### config.mk
export PLATFORM = sky130hd
export DESIGN_NAME = spr_guard
export DESIGN_NICKNAME = d
export VERILOG_FILES = /design/src/rtl/spr_guard_pkg.sv /design/src/rtl/spr_guard_decode.sv /design/src/rtl/spr_guard_regs.sv /design/src/rtl/spr_guard.sv
export SDC_FILE = /design/constraint.sdc
export NUM_CORES = 1
export LEC_CHECK = 0
export ABC_CLOCK_PERIOD_IN_PS = 3600
export CAP_MARGIN = 25
export CORE_AREA = 4 4 109 111
export CTS_BUF_LIST = sky130_fd_sc_hd__clkbuf_4
export DETAILED_ROUTE_END_ITERATION = 8
export DIE_AREA = 0 0 113 115
export MAX_ROUTING_LAYER = met4
export PLACE_DENSITY = 0.72
export SYNTH_ARGS = -nofsm -noshare
export SYNTH_HDL_FRONTEND = slang
export SYNTH_SLANG_ARGS = --single-unit
### constraint.sdc
create_clock -name clk_i -period 3.6 [get_ports clk_i]
set_input_delay 0.54 -clock clk_i [delete_from_list [all_inputs] [get_ports clk_i]]
set_output_delay 0.54 -clock clk_i [all_outputs]
set_load 0.02 [all_outputs]
### src/rtl/spr_guard_pkg.sv
package spr_guard_pkg;
  typedef enum logic [1:0] {
    MODE_USER = 2'd0,
    MODE_SUP  = 2'd1,
    MODE_HV   = 2'd2,
    MODE_HV2  = 2'd3
  } priv_mode_e;

  typedef enum logic [1:0] {
    RSEL_NONE = 2'd0,
    RSEL_RUN  = 2'd1,
    RSEL_DSCR = 2'd2
  } rsel_e;

  // enable bit positions, shared by both enable registers
  localparam int EN_PFX  = 0;
  localparam int EN_TAR  = 1;
  localparam int EN_DSCR = 2;
  localparam int EN_FP   = 3;
  localparam int FEN_W   = 3;
  localparam int HEN_W   = 4;

  typedef struct packed {
    logic hfac;
    logic fac;
    logic ill;
  } fault_t;
endpackage

### src/rtl/spr_guard_decode.sv
module spr_guard_decode
  import spr_guard_pkg::*;
#(
  parameter int SPR_W      = 10,
  parameter int SPR_DS_USR = 3,
  parameter int SPR_DS_PRV = 17,
  parameter int SPR_RUN_RD = 136,
  parameter int SPR_RUN_WR = 152
) (
  input  logic             clk_i,
  input  logic             rst_ni,
  input  logic             valid_i,
  input  logic             write_i,
  input  logic [SPR_W-1:0] spr_i,
  input  logic [1:0]       mode_i,
  input  logic [2:0]       uses_i,
  input  logic [FEN_W-1:0] fen_i,
  input  logic [HEN_W-1:0] hen_i,
  output logic             hit_o,
  output rsel_e            rsel_o,
  output logic             run_we_o,
  output logic             dscr_we_o,
  output fault_t           fault_o
);
  logic is_user, is_hv, at_du, at_dp, at_rr, at_rw, own_ds;
  logic hneed, fneed, ill_c, ok;

  always_comb begin
    is_user = (mode_i == MODE_USER);
    is_hv   = mode_i[1];
    at_du   = (spr_i == SPR_W'(SPR_DS_USR));
    at_dp   = (spr_i == SPR_W'(SPR_DS_PRV));
    at_rr   = (spr_i == SPR_W'(SPR_RUN_RD));
    at_rw   = (spr_i == SPR_W'(SPR_RUN_WR));
    own_ds  = at_du | at_dp;
    hit_o   = valid_i & (own_ds | at_rr | at_rw);

    ill_c = is_user & (at_dp | at_rw | (at_rr & write_i));

    hneed = 1'b0;
    fneed = 1'b0;
    if (!is_hv) begin
      if (own_ds && !(is_user && at_dp) && !hen_i[EN_DSCR]) hneed = 1'b1;
      if (uses_i[0] && !hen_i[EN_PFX]) hneed = 1'b1;
      if (uses_i[1] && !hen_i[EN_TAR]) hneed = 1'b1;
      if (uses_i[2] && !hen_i[EN_FP])  hneed = 1'b1;
    end
    if (is_user) begin
      if (at_du && !fen_i[EN_DSCR])    fneed = 1'b1;
      if (uses_i[0] && !fen_i[EN_PFX]) fneed = 1'b1;
      if (uses_i[1] && !fen_i[EN_TAR]) fneed = 1'b1;
    end

    fault_o.hfac = valid_i & hneed;
    fault_o.fac  = valid_i & fneed & ~hneed;
    fault_o.ill  = valid_i & ill_c & ~hneed & ~fneed;
    ok           = valid_i & ~hneed & ~fneed & ~ill_c;

    run_we_o  = ok & write_i & at_rw;
    dscr_we_o = ok & write_i & own_ds;
    rsel_o    = RSEL_NONE;
    if (ok && !write_i) begin
      if (at_rr)       rsel_o = RSEL_RUN;
      else if (own_ds) rsel_o = RSEL_DSCR;
    end
  end

  p_single_fault_r11: assert property (@(posedge clk_i) disable iff (!rst_ni)
    $onehot0(fault_o));

  p_user_ds_prv_ill_r6: assert property (@(posedge clk_i) disable iff (!rst_ni)
    (valid_i && is_user && at_dp && uses_i == 3'b000) |-> fault_o.ill);
endmodule

### src/rtl/spr_guard_regs.sv
module spr_guard_regs
  import spr_guard_pkg::*;
#(
  parameter int          DATA_W    = 64,
  parameter int          DSCR_W    = 25,
  parameter int          DBG_AW    = 7,
  parameter logic [6:0]  DBG_FEN   = 7'h2e,
  parameter logic [6:0]  DBG_HEN   = 7'h2f
) (
  input  logic              clk_i,
  input  logic              rst_ni,
  input  logic              run_we_i,
  input  logic              run_d_i,
  input  logic              dscr_we_i,
  input  logic [DSCR_W-1:0] dscr_d_i,
  input  logic              dbg_valid_i,
  input  logic              dbg_write_i,
  input  logic [DBG_AW-1:0] dbg_addr_i,
  input  logic [HEN_W-1:0]  dbg_wdata_i,
  output logic              run_q_o,
  output logic [DSCR_W-1:0] dscr_q_o,
  output logic [FEN_W-1:0]  fen_q_o,
  output logic [HEN_W-1:0]  hen_q_o,
  output logic [DATA_W-1:0] dbg_rdata_o
);
  logic at_fen, at_hen, dbg_we;

  assign at_fen = (dbg_addr_i == DBG_AW'(DBG_FEN));
  assign at_hen = (dbg_addr_i == DBG_AW'(DBG_HEN));
  assign dbg_we = dbg_valid_i & dbg_write_i;

  always_ff @(posedge clk_i or negedge rst_ni) begin
    if (!rst_ni) begin
      run_q_o  <= 1'b0;
      dscr_q_o <= '0;
      fen_q_o  <= '0;
      hen_q_o  <= '0;
    end else begin
      if (run_we_i)          run_q_o  <= run_d_i;
      if (dscr_we_i)         dscr_q_o <= dscr_d_i;
      if (dbg_we && at_fen)  fen_q_o  <= dbg_wdata_i[FEN_W-1:0];
      if (dbg_we && at_hen)  hen_q_o  <= dbg_wdata_i;
    end
  end

  always_comb begin
    dbg_rdata_o = '0;
    if (dbg_valid_i && !dbg_write_i) begin
      if (at_fen)      dbg_rdata_o = DATA_W'(fen_q_o);
      else if (at_hen) dbg_rdata_o = DATA_W'(hen_q_o);
    end
  end

  p_dbg_fen_load_r10: assert property (@(posedge clk_i) disable iff (!rst_ni)
    (dbg_valid_i && dbg_write_i && at_fen) |=> fen_q_o == $past(dbg_wdata_i[FEN_W-1:0]));

  p_dbg_other_hold_r10: assert property (@(posedge clk_i) disable iff (!rst_ni)
    (dbg_valid_i && dbg_write_i && !at_fen && !at_hen) |=> $stable(fen_q_o) && $stable(hen_q_o));
endmodule

### src/rtl/spr_guard.sv
module spr_guard
  import spr_guard_pkg::*;
#(
  parameter int DATA_W     = 64,
  parameter int SPR_W      = 10,
  parameter int DSCR_W     = 25,
  parameter int DBG_AW     = 7,
  parameter int RUN_MIRROR = 15
) (
  input  logic              clk_i,
  input  logic              rst_ni,
  input  logic              req_valid_i,
  input  logic              req_write_i,
  input  logic [SPR_W-1:0]  req_spr_i,
  input  logic [1:0]        req_mode_i,
  input  logic [2:0]        req_uses_i,
  input  logic [DATA_W-1:0] req_wdata_i,
  output logic [DATA_W-1:0] rd_data_o,
  output logic              hit_o,
  output logic              fac_unavail_o,
  output logic              hfac_unavail_o,
  output logic              illegal_o,
  input  logic              dbg_valid_i,
  input  logic              dbg_write_i,
  input  logic [DBG_AW-1:0] dbg_addr_i,
  input  logic [DATA_W-1:0] dbg_wdata_i,
  output logic [DATA_W-1:0] dbg_rdata_o,
  output logic              run_o
);
  rsel_e             rsel;
  fault_t            fault;
  logic              run_we, dscr_we, run_q;
  logic [DSCR_W-1:0] dscr_q;
  logic [FEN_W-1:0]  fen_q;
  logic [HEN_W-1:0]  hen_q;

  spr_guard_decode #(.SPR_W(SPR_W)) u_decode (
    .clk_i     (clk_i),
    .rst_ni    (rst_ni),
    .valid_i   (req_valid_i),
    .write_i   (req_write_i),
    .spr_i     (req_spr_i),
    .mode_i    (req_mode_i),
    .uses_i    (req_uses_i),
    .fen_i     (fen_q),
    .hen_i     (hen_q),
    .hit_o     (hit_o),
    .rsel_o    (rsel),
    .run_we_o  (run_we),
    .dscr_we_o (dscr_we),
    .fault_o   (fault)
  );

  spr_guard_regs #(.DATA_W(DATA_W), .DSCR_W(DSCR_W), .DBG_AW(DBG_AW)) u_regs (
    .clk_i       (clk_i),
    .rst_ni      (rst_ni),
    .run_we_i    (run_we),
    .run_d_i     (req_wdata_i[0]),
    .dscr_we_i   (dscr_we),
    .dscr_d_i    (req_wdata_i[DSCR_W-1:0]),
    .dbg_valid_i (dbg_valid_i),
    .dbg_write_i (dbg_write_i),
    .dbg_addr_i  (dbg_addr_i),
    .dbg_wdata_i (dbg_wdata_i[HEN_W-1:0]),
    .run_q_o     (run_q),
    .dscr_q_o    (dscr_q),
    .fen_q_o     (fen_q),
    .hen_q_o     (hen_q),
    .dbg_rdata_o (dbg_rdata_o)
  );

  always_comb begin
    rd_data_o = '0;
    unique case (rsel)
      RSEL_RUN: begin
        rd_data_o[0] = run_q;
        if (req_mode_i != MODE_USER) rd_data_o[RUN_MIRROR] = run_q;
      end
      RSEL_DSCR: rd_data_o = DATA_W'(dscr_q);
      default:   rd_data_o = '0;
    endcase
  end

  assign fac_unavail_o  = fault.fac;
  assign hfac_unavail_o = fault.hfac;
  assign illegal_o      = fault.ill;
  assign run_o          = run_q;

  p_run_write_r2: assert property (@(posedge clk_i) disable iff (!rst_ni)
    (req_valid_i && req_write_i && req_mode_i != 2'd0 && req_spr_i == SPR_W'(152)
     && !fault.hfac && !fault.fac && !fault.ill) |=> run_o == $past(req_wdata_i[0]));

  p_user_run_read_r3: assert property (@(posedge clk_i) disable iff (!rst_ni)
    (req_valid_i && !req_write_i && req_mode_i == 2'd0 && req_spr_i == SPR_W'(136)
     && req_uses_i == 3'b000) |-> rd_data_o == DATA_W'(run_o));

  p_hv_no_gate_r8: assert property (@(posedge clk_i) disable iff (!rst_ni)
    (req_valid_i && req_mode_i[1]) |-> !hfac_unavail_o && !fac_unavail_o);

  p_blocked_hold_r11: assert property (@(posedge clk_i) disable iff (!rst_ni)
    (req_valid_i && (fault.hfac || fault.fac || fault.ill)) |=> $stable(run_o) && $stable(dscr_q));
endmodule

==> results.yml, run 1 <==
sta:
  finalCriticalPeriod_ns: 3.47
  rsz0062_at_grt: "false"
  layout_setup_ws_ns: 0.127
  worstMarginPinSlew_ns: 0.635
  finalClockSkew_ns: 0.00558
  hold-worst-slack_ns: 0.515
  drv_slew: 0
  max_freq_mhz: 288
  min_period_over_period_pct: 96.5
  max_slew_margin_pct: 57.6
  hold_viol: 0
  setup_viol: 0
floorplanning:
  die_area_um2: 13000
  initial_core_util_pct: 24.3
  pin_count: 289
  num_rows: 38
  core_um2: 10800
  die_y_um: 115
  dieWidth_um: 113
global_routing:
  track_usage_pct: 9.22
  use_met2_pct: 16.7
  grt.busiest_layer: "met2"
  antenna_found_initial: 0
  grt_pass1_vias: 1840
  grt_util_met3_pct: 2.11
  grt_util_met1_pct: 10.0
  grt_pass1_wl_um: 9140
  grt_max_degree: 34
  overflow: 0
synth:
  synth-seq-cells: 33
  synth.avg_cell_area_um2: 10.1
  synthFlopType: "dfrtp_1"
  synthDistinctLibCells: 37
  yosys_warnings: 0
  synthesis.area_um2: 2620
  synthCells: 260
  async_flop_share_pct: 100
  synth-edff-count: 0
  ys_seq_area_share_pct: 31.5
worst_setup_path:
  required_ns: 3.06
  cpMostUsedCell: "nor2_1"
  cp_slowest_cell: "or4b_4"
  crit_chain: "clkdlybuf4s50_1, nor3b_4, nor3_1, a211oi_4, nand2_2, buf_6, or4b_4, ha_4, nand2_1, nor2_1, a21oi_2, nor2_1, buf_4"
  rrSetupSlack_ns: 1.28
  startpoint_type: "input port"
  cp_top_family: "simple AND/OR/NAND/NOR gates"
  worst_setup_path_end_kind: "primary output"
  worstPathArrival_ns: 2.93
  crit_type: "in2out"
  path_buf_inv: 3
  slowest_delay_ns: 0.52
  worstPathMaxFanout: 4
placed_design:
  place.gp.congestion: 0.762
  port_buffers: 90
  postPlaceCellArea_um2: 3450
  place_ws_ns: -0.452
  dp_hpwl_um: 5140
route:
  ant_nets: 0
  vias_per_cell: 3.71
  vias: 1921
  drtIter0Drc: 35
  routed_wirelength_um: 6480
  dr.pass1.iters: 4
  wire_per_inst_um: 12.5
  drc: 0
layout:
  syn_to_final_growth_pct: 37.1
  drive_gt1_share_pct: 30.2
  nNetsFinal: 535
  most-common-layout-cells: "conb_1, clkdlybuf4s50_1, dfrtp_1"
  final_util_pct: 33.3
  insertedDiodeCount: 0
  layout_commonest_cell: "conb_1"
  final_area_um2: 3590
power:
  power_density_nw_per_um2: 225
  fin_total_pwr_uw: 809
  p_leak_nw: 1.91
  p_clk_share_pct: 25.5
  ir_drop_mv: 0.162
  p_int_uw: 532
  switching_share_pct: 34.2
  pwr-share-seq_pct: 47.0
  p_comb_share_pct: 27.4
  p_switching_uw: 277
clocking:
  root_buffer: "clkbuf_4"
  cts.htree.levels: 2
  clkSlewWorstSetupHoldPaths_ns: 0.11
  numCtsBuffers: 5
  clk_latency_ns: 0.32
  cts.sinks: 33
  cts_buffer_depth: 2
  cts_tree: "yes"
flow_run:
  cap_violations: 0
status:
  status: "finished clean"
min_path:
  min_path_type: "reg2reg"
==> registers in the layout, indices dropped and copies added, names as in the netlist <==
register and count:
u_regs.dscr_q_o 25, u_regs.fen_q_o 3, u_regs.hen_q_o 4, u_regs.run_q_o 1
==> metal layers <==
metal  routed length (um)  vias up  share of wire (%)
met3                  658        6                 10
met4                   74        0                1.1
li1                     -      893                  -
met5                    0        -                  0
met1                 2490      892                 38
met2                 3260      130                 50
==> worst paths after layout <==
path / startpoint / to / cells after the start
worst max-delay path: req_mode_i[0] / rd_data_o[15] / 13
worst max register to register: u_regs.fen_q_o[2]$_DFFE_PN0P_ / u_regs.dscr_q_o[12]$_DFFE_PN0P_ / 6
worst min-delay path: u_regs.dscr_q_o[7]$_DFFE_PN0P_ / u_regs.dscr_q_o[7]$_DFFE_PN0P_ / 1
worst min register to register: u_regs.dscr_q_o[7]$_DFFE_PN0P_ / u_regs.dscr_q_o[7]$_DFFE_PN0P_ / 1
min in group asynchronous: rst_ni / u_regs.dscr_q_o[24]$_DFFE_PN0P_ / 2
max in group asynchronous: rst_ni / u_regs.run_q_o$_DFFE_PN0P_ / 2
==> cell type report <==
type                    count  area, um^2
inverters                   4        15.0
well taps                 140         175
clock buffers               5        37.5
flip-flops and latches     33         826
clock inverters             3        17.5
multi-input cells         217        1510
fillers                  1088        7200
repair buffers            116        1010
==> worst register-to-register path, cell delays in order, from the launching register on <==
cell and delay (ns):
dfrtp_1 0.42, or3b_2 0.49, nor4_4 0.27, o21ai_2 0.11, buf_4 0.16, nand4_4 0.36, mux2_2 0.41
==> synthesized netlist by cell type, drive strengths merged, types with 2 or more instances <==
cell type / number / area share (%)
a21oi: 2 / 0.38
and2: 24 / 5.7
and3: 2 / 0.48
buf: 101 / 29
clkbuf: 3 / 0.43
dfrtp: 33 / 32
ha: 2 / 0.95
inv: 4 / 0.57
mux2: 33 / 17
mux2i: 3 / 1.1
nand2: 6 / 0.86
nand2b: 4 / 0.95
nand3: 2 / 0.38
nand4: 2 / 1.1
nor2: 14 / 2.0
nor3: 3 / 0.57
nor4: 4 / 1.5
o22ai: 2 / 0.48
or3b: 2 / 0.67
or4: 2 / 0.72
==> repair_timing <==
item	in CTS	in global routing
resized for setup	109	20
setup buffers	2	3
hold buffers	0	0
endpoints found under the hold margin	0	0
pin swaps	5	11
endpoints found under the setup margin	25	27
==> metrics by stage <==
stage / cells / setup TNS (ns)
after floorplan: 358 / 0
after global placement: 505 / -10.91
after CTS: 515 / 0
final: 518 / 0
after global routing: 518 / 0
after detailed placement: 505 / -10.48
==> cells by family after synthesis <==
family          share of synthesized area (%)
compound gates                           1.86
xor+xnor                                0.334
fa+ha+maj                               0.955
buf+inv                                  30.2
flops                                    31.5
mux                                      18.2
other cells                             0.143
simple gates                             16.8
==> power groups by stage <==
stage / Clock (mW) / Sequential, mW / Combinational (mW)
after floorplan: 0 / 0.387 / 0.199
after global placement: 0 / 0.387 / 0.207
after detailed placement: 0 / 0.388 / 0.210
after CTS: 0.223 / 0.381 / 0.216
after global routing: 0.243 / 0.382 / 0.235
final: 0.207 / 0.381 / 0.222
Note: power is estimated with default switching activity, not from simulation.
==> run 2, diff against run 1 <==
--- a/config.mk
+++ b/config.mk
@@ -13,6 +13,7 @@
 export DIE_AREA = 0 0 113 115
 export MAX_ROUTING_LAYER = met4
 export PLACE_DENSITY = 0.72
+export SLEW_MARGIN = 10
 export SYNTH_ARGS = -nofsm -noshare
 export SYNTH_HDL_FRONTEND = slang
 export SYNTH_SLANG_ARGS = --single-unit
==> results of run 2 <==
No change in the layout: final DEF, timing and power equal those of run 1.
